===== src/rtl/sr_seq_pkg.sv =====
package sr_seq_pkg;

  localparam int unsigned DATA_W = 32;

  localparam logic [DATA_W-1:0] CMD_ODT_OFF  = 32'h0301_0000;
  localparam logic [DATA_W-1:0] CMD_PRE_ALL  = 32'h2300_0400;
  localparam logic [DATA_W-1:0] CMD_SELF_REF = 32'h1000_0000;
  localparam logic [DATA_W-1:0] FENCE_BITS   = 32'h0000_00BF;
  localparam logic [DATA_W-1:0] CKE_BITS     = 32'h3000_0000;
  localparam logic [DATA_W-1:0] SR_READY     = 32'h0300_0000;

  typedef enum logic [1:0] {
    FSM_IDLE,
    FSM_LAUNCH,
    FSM_WAIT,
    FSM_DONE
  } fsm_state_e;

  typedef enum logic [3:0] {
    STP_PORT_OFF,
    STP_ODT_RK0,
    STP_ODT_RK1,
    STP_PRE_RK1,
    STP_PRE_RK0,
    STP_AREF_OFF,
    STP_FENCE_RD,
    STP_FENCE_WR,
    STP_SREF_RK1,
    STP_SREF_RK0,
    STP_STAT_POLL,
    STP_CKE_RD,
    STP_CKE_WR
  } step_e;

  typedef enum logic [2:0] {
    RID_MAINCFG,
    RID_ACCCFG,
    RID_STATUS,
    RID_AREF,
    RID_PORTCFG,
    RID_CMD_RK0,
    RID_CMD_RK1
  } reg_id_e;

  typedef enum logic [1:0] {
    WD_CONST,
    WD_OR_READ,
    WD_CLR_READ
  } wdata_sel_e;

  typedef struct packed {
    logic              we;
    reg_id_e           rid;
    wdata_sel_e        sel;
    logic [DATA_W-1:0] konst;
  } step_desc_t;

endpackage


===== src/rtl/sr_step_rom.sv =====
module sr_step_rom
  import sr_seq_pkg::*;
(
  input  step_e      step_i,
  output step_desc_t desc_o,
  output logic       is_last_o,
  output logic       is_poll_o
);

  always_comb begin
    desc_o = '{we: 1'b1, rid: RID_PORTCFG, sel: WD_CONST, konst: '0};
    unique case (step_i)
      STP_PORT_OFF:  desc_o = '{we: 1'b1, rid: RID_PORTCFG, sel: WD_CONST,    konst: '0};
      STP_ODT_RK0:   desc_o = '{we: 1'b1, rid: RID_CMD_RK0, sel: WD_CONST,    konst: CMD_ODT_OFF};
      STP_ODT_RK1:   desc_o = '{we: 1'b1, rid: RID_CMD_RK1, sel: WD_CONST,    konst: CMD_ODT_OFF};
      STP_PRE_RK1:   desc_o = '{we: 1'b1, rid: RID_CMD_RK1, sel: WD_CONST,    konst: CMD_PRE_ALL};
      STP_PRE_RK0:   desc_o = '{we: 1'b1, rid: RID_CMD_RK0, sel: WD_CONST,    konst: CMD_PRE_ALL};
      STP_AREF_OFF:  desc_o = '{we: 1'b1, rid: RID_AREF,    sel: WD_CONST,    konst: '0};
      STP_FENCE_RD:  desc_o = '{we: 1'b0, rid: RID_ACCCFG,  sel: WD_CONST,    konst: '0};
      STP_FENCE_WR:  desc_o = '{we: 1'b1, rid: RID_ACCCFG,  sel: WD_OR_READ,  konst: FENCE_BITS};
      STP_SREF_RK1:  desc_o = '{we: 1'b1, rid: RID_CMD_RK1, sel: WD_CONST,    konst: CMD_SELF_REF};
      STP_SREF_RK0:  desc_o = '{we: 1'b1, rid: RID_CMD_RK0, sel: WD_CONST,    konst: CMD_SELF_REF};
      STP_STAT_POLL: desc_o = '{we: 1'b0, rid: RID_STATUS,  sel: WD_CONST,    konst: '0};
      STP_CKE_RD:    desc_o = '{we: 1'b0, rid: RID_MAINCFG, sel: WD_CONST,    konst: '0};
      STP_CKE_WR:    desc_o = '{we: 1'b1, rid: RID_MAINCFG, sel: WD_CLR_READ, konst: CKE_BITS};
      default:       desc_o = '{we: 1'b1, rid: RID_PORTCFG, sel: WD_CONST,    konst: '0};
    endcase
  end

  assign is_last_o = (step_i == STP_CKE_WR);
  assign is_poll_o = (step_i == STP_STAT_POLL);

endmodule


===== src/rtl/sr_bus_master.sv =====
module sr_bus_master
  import sr_seq_pkg::*;
#(
  parameter int unsigned ADDR_W = 8
) (
  input  logic              clk,
  input  logic              rst_n,
  input  logic              launch_i,
  input  logic              we_i,
  input  logic [ADDR_W-1:0] addr_i,
  input  logic [DATA_W-1:0] wdata_i,
  input  logic              ack_i,
  input  logic [DATA_W-1:0] rdata_i,
  output logic              req_o,
  output logic              we_o,
  output logic [ADDR_W-1:0] addr_o,
  output logic [DATA_W-1:0] wdata_o,
  output logic              xfer_done_o,
  output logic [DATA_W-1:0] rdata_q_o
);

  logic              req_q,   req_d;
  logic              we_q,    we_d;
  logic [ADDR_W-1:0] addr_q,  addr_d;
  logic [DATA_W-1:0] wdata_q, wdata_d;
  logic [DATA_W-1:0] rdata_q, rdata_d;
  logic              load_en, cap_en;

  assign xfer_done_o = req_q & ack_i;
  assign load_en     = launch_i & ~req_q;
  assign cap_en      = xfer_done_o & ~we_q;

  always_comb begin
    req_d   = req_q;
    we_d    = we_q;
    addr_d  = addr_q;
    wdata_d = wdata_q;
    rdata_d = rdata_q;
    if (load_en) begin
      req_d   = 1'b1;
      we_d    = we_i;
      addr_d  = addr_i;
      wdata_d = wdata_i;
    end else if (xfer_done_o) begin
      req_d = 1'b0;
    end
    if (cap_en) begin
      rdata_d = rdata_i;
    end
  end

  always_ff @(posedge clk or negedge rst_n) begin
    if (!rst_n) begin
      req_q   <= 1'b0;
      we_q    <= 1'b0;
      addr_q  <= '0;
      wdata_q <= '0;
      rdata_q <= '0;
    end else begin
      req_q   <= req_d;
      we_q    <= we_d;
      addr_q  <= addr_d;
      wdata_q <= wdata_d;
      rdata_q <= rdata_d;
    end
  end

  assign req_o     = req_q;
  assign we_o      = we_q;
  assign addr_o    = addr_q;
  assign wdata_o   = wdata_q;
  assign rdata_q_o = rdata_q;

  // a pending access keeps its attributes until acknowledged
  a_r3_hold_until_ack: assert property (@(posedge clk) disable iff (!rst_n)
    (req_q && !ack_i) |=> (req_q && $stable(addr_q) && $stable(we_q) && $stable(wdata_q)));

  // the sequencer never launches over an outstanding access
  a_r3_no_overlap: assert property (@(posedge clk) disable iff (!rst_n)
    launch_i |-> !req_q);

endmodule


===== src/rtl/sr_entry_seq.sv =====
module sr_entry_seq
  import sr_seq_pkg::*;
#(
  parameter int unsigned     ADDR_W   = 8,
  parameter logic [ADDR_W-1:0] OFS_MAINCFG = 8'h00,
  parameter logic [ADDR_W-1:0] OFS_ACCCFG  = 8'h04,
  parameter logic [ADDR_W-1:0] OFS_STATUS  = 8'h08,
  parameter logic [ADDR_W-1:0] OFS_AREF    = 8'h0C,
  parameter logic [ADDR_W-1:0] OFS_PORTCFG = 8'h10,
  parameter logic [ADDR_W-1:0] OFS_CMD_RK0 = 8'h20,
  parameter logic [ADDR_W-1:0] OFS_CMD_RK1 = 8'h24
) (
  input  logic              clk,
  input  logic              rst_n,
  input  logic              start_i,
  output logic              busy_o,
  output logic              done_o,
  output logic              mc_req_o,
  output logic              mc_we_o,
  output logic [ADDR_W-1:0] mc_addr_o,
  output logic [DATA_W-1:0] mc_wdata_o,
  input  logic              mc_ack_i,
  input  logic [DATA_W-1:0] mc_rdata_i
);

  fsm_state_e state_q, state_d;
  step_e      step_q,  step_d;
  step_desc_t desc;
  logic       is_last, is_poll;
  logic       launch, xfer_done, poll_ready;
  logic [ADDR_W-1:0] step_addr;
  logic [DATA_W-1:0] step_wdata, rdata_q;

  sr_step_rom u_rom (
    .step_i    (step_q),
    .desc_o    (desc),
    .is_last_o (is_last),
    .is_poll_o (is_poll)
  );

  always_comb begin
    unique case (desc.rid)
      RID_MAINCFG: step_addr = OFS_MAINCFG;
      RID_ACCCFG:  step_addr = OFS_ACCCFG;
      RID_STATUS:  step_addr = OFS_STATUS;
      RID_AREF:    step_addr = OFS_AREF;
      RID_PORTCFG: step_addr = OFS_PORTCFG;
      RID_CMD_RK0: step_addr = OFS_CMD_RK0;
      RID_CMD_RK1: step_addr = OFS_CMD_RK1;
      default:     step_addr = OFS_PORTCFG;
    endcase
  end

  always_comb begin
    unique case (desc.sel)
      WD_OR_READ:  step_wdata = rdata_q | desc.konst;
      WD_CLR_READ: step_wdata = rdata_q & ~desc.konst;
      default:     step_wdata = desc.konst;
    endcase
  end

  assign launch = (state_q == FSM_LAUNCH);

  sr_bus_master #(.ADDR_W(ADDR_W)) u_port (
    .clk         (clk),
    .rst_n       (rst_n),
    .launch_i    (launch),
    .we_i        (desc.we),
    .addr_i      (step_addr),
    .wdata_i     (step_wdata),
    .ack_i       (mc_ack_i),
    .rdata_i     (mc_rdata_i),
    .req_o       (mc_req_o),
    .we_o        (mc_we_o),
    .addr_o      (mc_addr_o),
    .wdata_o     (mc_wdata_o),
    .xfer_done_o (xfer_done),
    .rdata_q_o   (rdata_q)
  );

  assign poll_ready = ((mc_rdata_i & SR_READY) == SR_READY);

  always_comb begin
    state_d = state_q;
    step_d  = step_q;
    unique case (state_q)
      FSM_IDLE: begin
        if (start_i) begin
          state_d = FSM_LAUNCH;
          step_d  = STP_PORT_OFF;
        end
      end
      FSM_LAUNCH: state_d = FSM_WAIT;
      FSM_WAIT: begin
        if (xfer_done) begin
          if (is_poll && !poll_ready) begin
            state_d = FSM_LAUNCH;
          end else if (is_last) begin
            state_d = FSM_DONE;
          end else begin
            state_d = FSM_LAUNCH;
            step_d  = step_e'(step_q + 4'd1);
          end
        end
      end
      FSM_DONE: state_d = FSM_IDLE;
      default:  state_d = FSM_IDLE;
    endcase
  end

  always_ff @(posedge clk or negedge rst_n) begin
    if (!rst_n) begin
      state_q <= FSM_IDLE;
      step_q  <= STP_PORT_OFF;
    end else begin
      state_q <= state_d;
      step_q  <= step_d;
    end
  end

  assign busy_o = (state_q != FSM_IDLE);
  assign done_o = (state_q == FSM_DONE);

  // done is a single-cycle pulse
  a_r10_done_single: assert property (@(posedge clk) disable iff (!rst_n)
    done_o |=> !done_o);

  // done directly follows the acknowledge of a write
  a_r10_done_after_ack: assert property (@(posedge clk) disable iff (!rst_n)
    $rose(done_o) |-> $past(mc_req_o && mc_ack_i && mc_we_o));

  // any write to the main configuration has both clock enables cleared
  a_r9_cke_cleared: assert property (@(posedge clk) disable iff (!rst_n)
    (mc_req_o && mc_we_o && mc_addr_o == OFS_MAINCFG) |-> ((mc_wdata_o & CKE_BITS) == '0));

  // rank command writes only carry script words
  a_r7_cmd_words: assert property (@(posedge clk) disable iff (!rst_n)
    (mc_req_o && mc_we_o && (mc_addr_o == OFS_CMD_RK0 || mc_addr_o == OFS_CMD_RK1)) |->
    (mc_wdata_o == CMD_ODT_OFF || mc_wdata_o == CMD_PRE_ALL || mc_wdata_o == CMD_SELF_REF));

  // an idle start is accepted, a busy one does not restart
  a_r11_start_accept: assert property (@(posedge clk) disable iff (!rst_n)
    (!busy_o && start_i) |=> (busy_o && !mc_req_o));

  // no access while idle
  a_r1_idle_quiet: assert property (@(posedge clk) disable iff (!rst_n)
    !busy_o |-> !mc_req_o);

endmodule


===== config.mk =====
export PLATFORM = sky130hd
export DESIGN_NAME = sr_entry_seq
export DESIGN_NICKNAME = d
export VERILOG_FILES = /design/src/rtl/sr_seq_pkg.sv /design/src/rtl/sr_step_rom.sv /design/src/rtl/sr_bus_master.sv /design/src/rtl/sr_entry_seq.sv
export SDC_FILE = /design/constraint.sdc
export NUM_CORES = 1
export LEC_CHECK = 0
export ABC_CLOCK_PERIOD_IN_PS = 3670
export BUFFER_PORTS_ARGS = -buffer_cell sky130_fd_sc_hd__buf_4
export CORE_ASPECT_RATIO = 1.1
export CORE_MARGIN = 2
export CORE_UTILIZATION = 57
export CTS_CLUSTER_DIAMETER = 100
export CTS_CLUSTER_SIZE = 40
export DETAILED_ROUTE_END_ITERATION = 8
export PLACE_DENSITY = 0.84
export SLEW_MARGIN = 10
export SYNTH_ARGS = -nofsm -noshare
export SYNTH_HDL_FRONTEND = slang
export SYNTH_SLANG_ARGS = --single-unit

===== constraint.sdc =====
create_clock -name clk -period 3.67 [get_ports clk]
set_input_delay 0.1835 -clock clk [delete_from_list [all_inputs] [get_ports clk]]
set_output_delay 0.1835 -clock clk [all_outputs]
set_load 0.02 [all_outputs]

==> results.json, run 1 <==
{
  "hold_viol": 0,
  "die_area_um2": 6559,
  "layout_commonest_cell": "buf_4",
  "start_util": 0.5893,
  "slew_viol_final": 0,
  "drt_iter0_markers": 173,
  "viasPerCell": 5.477,
  "layout_common_cells": "buf_4 (77), dfrtp_1 (76), nand2_1 (61)",
  "clkLatencyLatePin_ps": 370,
  "min_to": "u_port.rdata_q_o[17]",
  "synth_edf_count": 0,
  "grt_pass1_wl_mm": 11.45,
  "fin_hold_ws_ps": 18.81,
  "cts_setup_buffers": 0,
  "cts_tree": "yes",
  "synth_top_area_cell": "dfrtp_1",
  "wl_per_cell_um": 15.36,
  "synth_seq_cells": 76,
  "grt-ovfl-total": 0,
  "synth_top_family_by_area": "simple AND/OR/NAND/NOR gates",
  "syn_to_final_growth_pct": 21.93,
  "rsz0062_at_grt": "no",
  "antenna_found_initial": 0,
  "grt_max_degree": 77,
  "gp_congestion": 0.8731,
  "reg2reg_slack_ps": 1370,
  "rows": 29,
  "arrival_ps": 2580,
  "drc": 0,
  "num_antenna_cells": 0,
  "ctsResizeCount": 0,
  "path_class": "reg2reg",
  "syn_avg_cell_area_um2": 10.93,
  "layout_setup_ws_ps": 1372,
  "synthSimpleGateAreaFrac": 0.1396,
  "crit_path_end_kind": "flip-flop",
  "path_clk_slew_ps": 90,
  "wirelength_mm": 7.050,
  "synth_adder_area_share": 0.02593,
  "placed_cells_incl_taps": 442,
  "core-area_um2": 5733,
  "cts.sinks": 76,
  "power_density_nw_per_um2": 658.7,
  "io_buffer_count": 75,
  "r2r-end": "u_port.wdata_o[24]",
  "detail-route-antenna-nets": 0,
  "synth_top_area_frac": 0.5630,
  "cts_buffer_depth": 2,
  "yosysUniqueCellTypes": 43,
  "clockRootBuffer": "clkbuf_8",
  "synth_compound_area_frac": 0.1033,
  "vias": 2514,
  "worstHoldPathCells": 2,
  "worst_pin_slew_ps": 983.7,
  "period_needed_ps": 2298,
  "period_share": 0.6261,
  "startpoint_type": "flip-flop",
  "synthMuxAreaShare": 0.1126,
  "netlist_instances": 309,
  "maxCapViolCount": 0,
  "hpwl_mm": 4.742,
  "io_pins": 80,
  "finalSetupTns_ps": 0,
  "drive_gt1_frac": 0.2696,
  "slew_headroom": 0.3442,
  "yosys-top-cells-area": "dfrtp_1 (56%), mux2_1 (10%), nand2_1 (6.8%)",
  "pre_cts_ws_ps": 1438,
  "synthFlopType": "dfrtp_1",
  "die_h_um": 84.74,
  "async_flop_share": 1.000,
  "leakage_nw": 2.024,
  "fmax_mhz": 435.2,
  "cts_buffers": 9,
  "synth_area_um2": 3378,
  "first_pass_iters": 5,
  "htree_num_levels": 3,
  "nNetsFinal": 420,
  "fp.dieW_um": 77.40,
  "synth-xor-area-share": 0,
  "yosysSeqAreaShare": 0.5630,
  "critPathMaxFanout": 22,
  "max-vdd-ir-drop_uv": 629.5,
  "hp-class": "in2reg",
  "skew_ps": 17.29,
  "yosys_warnings": 0,
  "crit_required_ps": 3950,
  "hp-start": "mc_rdata_i[17]",
  "grtUsageTotal": 0.2297,
  "rr_worst_depth": 5,
  "r2r-start": "step_q[2]",
  "setup_viol": 0,
  "outcome": "complete, no violations",
  "grt_pass1_vias": 2480,
  "fill_cells": 450,
  "fin_cells": 459
}
[worst max-delay path by stage]
| stage | start | to | slack (ps) | depth (start not counted) |
|---|---|---|---|---|
| global route | step_q[2] | u_port.wdata_o[10] | 1230 | 5 |
| global placement | step_q[2] | u_port.wdata_o[24] | 1480 | 5 |
| floorplan | step_q[1] | u_port.wdata_o[25] | 1800 | 9 |
| detailed placement | step_q[2] | u_port.wdata_o[24] | 1440 | 5 |
| finish | step_q[2] | u_port.wdata_o[24] | 1370 | 5 |
| CTS | step_q[2] | u_port.wdata_o[24] | 1410 | 5 |
[cell families (layout without fill, tap and decap cells)]
kind of cell             Yosys count  count (layout)
multiplexers                      34              34
AND/OR/NAND/NOR                  106             106
buffers and inverters             30             100
adder cells (fa/ha/maj)            7               7
other                              1               4
flip-flops                        76              76
AO/OA/AOI/OAI                     55              55
[worst max-delay path, stage by stage, from the launching register on]
cell,delay (ps)
dfrtp_1,720
ha_1,270
nor2b_1,580
or2_4,410
a21oi_1,110
o21ai_1,120
[repair_timing]
action	CTS	global route
hold endpoints to repair	67	0
hold buffers	1	0
endpoints found under the setup margin	0	0
[power by group]
part	internal (W)	switching (W)	total [W]
logic	0.000355	0.000449	0.000804
clock network	0.000323	0.000333	0.000656
registers	0.00108	0.000169	0.00125
[area by class of cell]
| type | instances | area (µm²) | area share |
|---|---|---|---|
| inverter | 6 | 22.52 | 0.005468 |
| multi-input combinational | 206 | 1306 | 0.3171 |
| clock inverter | 7 | 80.08 | 0.01944 |
| clock buffer | 9 | 123.9 | 0.03007 |
| tap | 77 | 96.34 | 0.02339 |
| sequential | 76 | 1902 | 0.4617 |
| timing repair buffer | 78 | 588.1 | 0.1428 |
[registers in the layout (all words and copies together) (netlist names)]
signal and cells:
step_q 4, state_q 2, u_port.addr_o 4, u_port.rdata_q_o 32
u_port.req_o 1, u_port.wdata_o 32, u_port.we_o 1
[cells in the mapped netlist (2+ instances only)]
library cell	number
o31ai_1	3
dfrtp_1	76
mux2i_1	2
nor2b_1	2
a32o_1	2
or2_2	2
a22oi_1	2
clkbuf_1	4
nor3_1	2
a21oi_1	13
o21ai_1	15
o21ai_0	3
nand2b_1	5
buf_6	6
a31oi_1	2
ha_1	7
mux2_2	2
nand2_1	61
nor2_1	6
nand3_1	23
a211oi_1	2
o211ai_1	2
inv_1	6
mux2_1	30
buf_2	9
and2_1	2
buf_4	4
[metal layers]
metal	GRT usage	part of all wire	up-vias	wire length, µm
li1	-	-	1195	-
met1	0.2695	0.41	1225	2902
met2	0.3810	0.51	72	3626
met3	0.06129	0.040	22	283
met4	0.1331	0.034	0	238
met5	0	0	-	0
[metrics by stage]
| stage | power (W) | util | cell area [µm²] |
|---|---|---|---|
| after detailed placement | 0.002065 | 0.6811 | 3905 |
| final | 0.002713 | 0.7185 | 4119 |
| after global routing | 0.002875 | 0.7185 | 4119 |
| after global placement | 0.002017 | 0.6811 | 3905 |
| after floorplan | 0.001797 | - | 3390 |
| after CTS | 0.002734 | 0.7185 | 4119 |
No activity file was read; power rests on OpenSTA's default activity.
==> inputs of run 2 (changes only) <==
--- a/config.mk
+++ b/config.mk
@@ -5,15 +5,15 @@
 export SDC_FILE = /design/constraint.sdc
 export NUM_CORES = 1
 export LEC_CHECK = 0
-export ABC_CLOCK_PERIOD_IN_PS = 3670
+export ABC_CLOCK_PERIOD_IN_PS = 2100
 export BUFFER_PORTS_ARGS = -buffer_cell sky130_fd_sc_hd__buf_4
 export CORE_ASPECT_RATIO = 1.1
 export CORE_MARGIN = 2
-export CORE_UTILIZATION = 57
+export CORE_UTILIZATION = 48
 export CTS_CLUSTER_DIAMETER = 100
 export CTS_CLUSTER_SIZE = 40
 export DETAILED_ROUTE_END_ITERATION = 8
-export PLACE_DENSITY = 0.84
+export PLACE_DENSITY = 0.75
 export SLEW_MARGIN = 10
 export SYNTH_ARGS = -nofsm -noshare
 export SYNTH_HDL_FRONTEND = slang
==> constraint.sdc (replaced) <==
create_clock -name clk -period 2.1 [get_ports clk]
set_input_delay 0.105 -clock clk [delete_from_list [all_inputs] [get_ports clk]]
set_output_delay 0.105 -clock clk [all_outputs]
set_load 0.02 [all_outputs]
==> results.json, run 2 (synthesis gave the netlist of run 1 again) <==
{
  "arrival_ps": 2160,
  "fill_cells": 573,
  "setup_viol": 0,
  "combPwrFrac": 0.308,
  "hold_viol": 0,
  "grtUsageTotal": 0.2044,
  "grt_pass1_vias": 2675,
  "worstHoldPathCells": 3,
  "core-area_um2": 6927,
  "grt_max_degree": 77,
  "cts.sinks": 76,
  "postPlaceCellArea_um2": 3948,
  "cp_cell_sequence": "inv_1 > ha_1 > and2_1 > a31oi_1 > o31ai_1 > a32o_1",
  "r2r-start": "step_q[1]",
  "syn_to_final_growth_pct": 32.93,
  "worst_pin_slew_ps": 930.1,
  "die_area_um2": 7726,
  "fp.dieW_um": 83.99,
  "wirelength_mm": 7.313,
  "slew_viol_final": 0,
  "layout_commonest_cell": "buf_4",
  "critPathMaxFanout": 11,
  "layout_common_cells": "buf_4 (81), dfrtp_1 (76), nand2_1 (61)",
  "gp_congestion": 0.8517,
  "cts_setup_buffers": 0,
  "start_util": 0.4877,
  "hp-start": "start_i",
  "antenna_found_initial": 0,
  "slew_headroom": 0.3799,
  "nNetsFinal": 457,
  "vias": 2591,
  "drc": 0,
  "crit_required_ps": 2330,
  "rows": 32,
  "period_share": 0.9212,
  "detail-route-antenna-nets": 0,
  "grt-ovfl-total": 0,
  "clkLatencyLatePin_ps": 350,
  "hp-class": "in2reg",
  "io_pins": 80,
  "hpwl_mm": 4.710,
  "io_buffer_count": 75,
  "rr_worst_depth": 6,
  "htree_num_levels": 3,
  "cts_buffers": 9,
  "p_sw_frac": 0.3300,
  "outcome": "complete, no violations",
  "skew_ps": 11.95,
  "multi_input_area_um2": 1309,
  "ff_latch_area_um2": 1902,
  "rsz0062_at_grt": "no",
  "path_clk_slew_ps": 70,
  "fmax_mhz": 516.9,
  "leakage_nw": 2.189,
  "critical-path-slowest-cell": "dfrtp_1",
  "power_density_nw_per_um2": 1074,
  "p_clk_frac": 0.241,
  "fin_hold_ws_ps": 140.0,
  "grt_pass1_wl_mm": 12.48,
  "viasPerCell": 5.161,
  "maxCapViolCount": 0,
  "finalSetupTns_ps": 0,
  "die_h_um": 91.99,
  "min_to": "step_q[3]",
  "cp_num_buf_inv": 1,
  "drive_gt1_frac": 0.2566,
  "pwr-share-seq": 0.451,
  "clockRootBuffer": "clkbuf_8",
  "crit_path_end_kind": "flip-flop",
  "wl_per_cell_um": 14.57,
  "num_antenna_cells": 0,
  "reg2reg_slack_ps": 170,
  "crit_path_max_incr_delay_ps": 540,
  "first_pass_iters": 4,
  "cts_buffer_depth": 2,
  "startpoint_type": "flip-flop",
  "intPower_w": 0.003233,
  "period_needed_ps": 1935,
  "p_switching_w": 0.001592,
  "cpLargestDelayFamily": "compound AO/OA/AOI/OAI gates",
  "cts_tree": "yes",
  "fin_area_um2": 4491,
  "drt_iter0_markers": 122,
  "r2r-end": "step_q[1]",
  "max-vdd-ir-drop_uv": 681.3,
  "path_class": "reg2reg"
}
## run 2: cell count changes in the layout (fill, tap and decap cells not counted), sizes merged
cell,before,now
buf,77,81
inv,10,6
dlygate4sd3,1,34
bufinv,1,2
clkinvlp,2,0
clkinv,0,3
## run 2: metal layers
| layer | track usage | share of wire | vias up |
|---|---|---|---|
| li1 | - | - | 1256 |
| met1 | 0.2624 | 0.43 | 1256 |
| met2 | 0.3393 | 0.51 | 70 |
| met3 | 0.04770 | 0.048 | 9 |
| met4 | 0.07527 | 0.012 | 0 |
| met5 | 0 | 0 | - |
## run 2: stage by stage
step                instances  power, W  utilization  setup WS, ps
floorplan                 312  0.003140            -         228.0
global placement          454  0.003562       0.5699         316.0
finish                    502  0.004825       0.6483         165.5
CTS                       502  0.004848       0.6483         195.6
detailed placement        454  0.003637       0.5699         218.6
global route              502  0.005124       0.6483         64.89
## run 2: what timing repair did
item                      CTS  global route
gates resized for setup     0             0
hold endpoints to repair  109             0
hold buffers               34             0
## run 2: power by group through the flow
| stage | Sequential, W | Combinational (W) | Clock (W) |
|---|---|---|---|
| final | 0.00218 | 0.00149 | 0.00116 |
| after global placement | 0.00218 | 0.00139 | 0 |
| after detailed placement | 0.00220 | 0.00144 | 0 |
| after global routing | 0.00223 | 0.00165 | 0.00124 |
| after CTS | 0.00217 | 0.00150 | 0.00118 |
| after floorplan | 0.00222 | 0.000922 | 0 |
## run 2: worst max-delay path by stage
stage,startpoint,end,cells past startpoint
after floorplan,step_q[1],u_port.wdata_o[25],9
after global placement,step_q[1],u_port.wdata_o[10],6
after detailed placement,step_q[1],step_q[1],6
after CTS,step_q[1],step_q[1],6
after global routing,step_q[1],step_q[1],6
final,step_q[1],step_q[1],6
## run 2: worst register-to-register path: cells and delay by family (launching register included)
family	cells	cell delay, ps
AOI/OAI and AO/OA	3	710
DFF	1	540
adders and majority gates	1	260
buffers and inverters	1	160
and+or+nand+nor	1	150
## run 2: final cells by class
type | count | area share
inverters | 6 | 0.005015
multi-input cells | 206 | 0.2914
clock buffers | 9 | 0.02758
clock inverters | 5 | 0.01755
well taps | 85 | 0.02368
flip-flops and latches | 76 | 0.4235
repair buffers | 115 | 0.2112
==> inputs of run 3 (changes only) <==
--- a/config.mk
+++ b/config.mk
@@ -14,6 +14,7 @@
 export CTS_CLUSTER_SIZE = 40
 export DETAILED_ROUTE_END_ITERATION = 8
 export PLACE_DENSITY = 0.75
+export SETUP_SLACK_MARGIN = 0.2
 export SLEW_MARGIN = 10
 export SYNTH_ARGS = -nofsm -noshare
 export SYNTH_HDL_FRONTEND = slang
==> results.json, run 3 (synthesis gave the netlist of run 1 again) <==
{
  "outcome": "complete, no violations",
  "r2r-end": "u_port.wdata_o[30]",
  "hpwl_mm": 4.710,
  "skew_ps": 10.97,
  "fmax_mhz": 559.1,
  "hold_viol": 0,
  "path_clk_slew_ps": 70,
  "reg2reg_slack_ps": 310,
  "drive_gt1_frac": 0.2656,
  "nNetsFinal": 458,
  "cpMostUsedCell": "ha_1",
  "core-area_um2": 6927,
  "grt_pass1_vias": 2676,
  "fill_cells": 569,
  "drt_iter0_markers": 129,
  "slew_viol_final": 0,
  "io_buffer_count": 75,
  "cts_buffer_depth": 2,
  "period_needed_ps": 1789,
  "power_density_nw_per_um2": 1073,
  "r2r-start": "step_q[1]",
  "arrival_ps": 2020,
  "htree_num_levels": 3,
  "slew_headroom": 0.3705,
  "layout_commonest_cell": "buf_4",
  "critical-path-slowest-cell": "dfrtp_2",
  "antenna_found_initial": 0,
  "crit_required_ps": 2330,
  "detail-route-antenna-nets": 0,
  "viasPerCell": 5.171,
  "startpoint_type": "flip-flop",
  "rows": 32,
  "critPathMaxFanout": 11,
  "syn_to_final_growth_pct": 33.52,
  "grt_pass1_wl_mm": 12.48,
  "setup_viol": 0,
  "grt_max_degree": 77,
  "cts.sinks": 76,
  "path_class": "reg2reg",
  "wl_per_cell_um": 14.75,
  "gp_congestion": 0.8517,
  "finalSetupTns_ps": 0,
  "crit_path_max_incr_delay_ps": 480,
  "hp-class": "in2reg",
  "crit_start": "step_q[1]",
  "cts_tree": "yes",
  "layout_common_cells": "buf_4 (81), dfrtp_1 (75), nand2_1 (61)",
  "die_h_um": 91.99,
  "worst_pin_slew_ps": 944.3,
  "clkLatencyLatePin_ps": 340,
  "grt-ovfl-total": 0,
  "fin_cells": 503,
  "wirelength_mm": 7.421,
  "vias": 2601,
  "io_pins": 80,
  "maxCapViolCount": 0,
  "cts_buffers": 9,
  "placed_cells_incl_taps": 454,
  "cp_cell_sequence": "ha_1 > ha_1 > nor2b_1 > or2_2 > nand3_1 > nand2_1",
  "start_util": 0.4877,
  "rsz0062_at_grt": "yes",
  "max-vdd-ir-drop_uv": 683.7,
  "fp.dieW_um": 83.99,
  "num_antenna_cells": 0,
  "leakage_nw": 2.196,
  "drc": 0,
  "crit_path_end_kind": "flip-flop",
  "first_pass_iters": 5,
  "period_share": 0.8517,
  "critPathCapture": "u_port.wdata_o[30]",
  "clockRootBuffer": "clkbuf_8",
  "die_area_um2": 7726,
  "grtUsageTotal": 0.2044,
  "rr_worst_depth": 6
}
## run 3: cell count changes in the layout (fill, tap and decap cells not counted)
cell,before,now
a311oi_1,1,0
dfrtp_1,76,75
a31oi_2,0,1
a31oi_1,2,1
dfrtp_2,0,1
a311oi_2,0,1
or2_2,3,4
## run 3: what timing repair did
| action | 4_1_cts | 5_1_grt |
|---|---|---|
| setup buffers | 0 | 0 |
| gates cloned | 0 | 1 |
| setup endpoints to repair | 1 | 6 |
| gates resized for setup | 1 | 2 |
| pin swaps | 0 | 1 |
| endpoints found under the hold margin | 109 | 0 |
| hold buffers | 34 | 0 |
## run 3: worst min-delay path by stage
stage / end / from / depth (start not counted) / slack [ps]
finish: step_q[3] / start_i / 3 / 150
global route: step_q[3] / start_i / 3 / 150
CTS: step_q[3] / start_i / 3 / 140
detailed placement: step_q[3] / rst_n / 1 / 310
global placement: step_q[3] / rst_n / 1 / 310
floorplan: state_q[0] / rst_n / 0 / -190
## run 3: metrics by stage
step                  util  setup slack, ps  area (µm²)  power, W  hold slack [ps]
detailed placement  0.5699            218.6        3948  0.003637            311.7
CTS                 0.6485            292.6        4492  0.004851            140.5
finish              0.6512            311.3        4511  0.004841            145.5
floorplan                -            228.0        3390  0.003140           -190.6
global route        0.6512            171.7        4511  0.005144            145.6
global placement    0.5699            316.0        3948  0.003562            307.3
## run 3: cell type report
cell class,count,area (µm²),area share
flip-flops and latches,76,1903,0.4219
multi-input cells,207,1328,0.2943
repair buffers,115,948.4,0.2103
clock buffers,9,123.9,0.02746
well taps,85,106.4,0.02358
clock inverters,5,78.83,0.01748
inverters,6,22.52,0.004993
## run 3: critical path: cells and delay by family (launching register included)
kind                       cells  cell delay [ps]
and+or+nand+nor                4              790
DFF                            1              480
adders and majority gates      2              420
## run 3: report_power, final
part | leakage [nW] | switching, W | total [W] | internal, W
Sequential | 0.983 | 0.000284 | 0.00218 | 0.00190
Combinational | 1.11 | 0.000808 | 0.00150 | 0.000696
Clock | 0.105 | 0.000503 | 0.00116 | 0.000654
## run 3: routing by layer
metal	part of all wire	vias up	track usage	wire length, µm
li1	-	1264	-	-
met3	0.053	8	0.04770	396
met5	0	-	0	0
met2	0.51	79	0.3393	3793
met4	0.010	0	0.07527	75
met1	0.43	1250	0.2624	3155
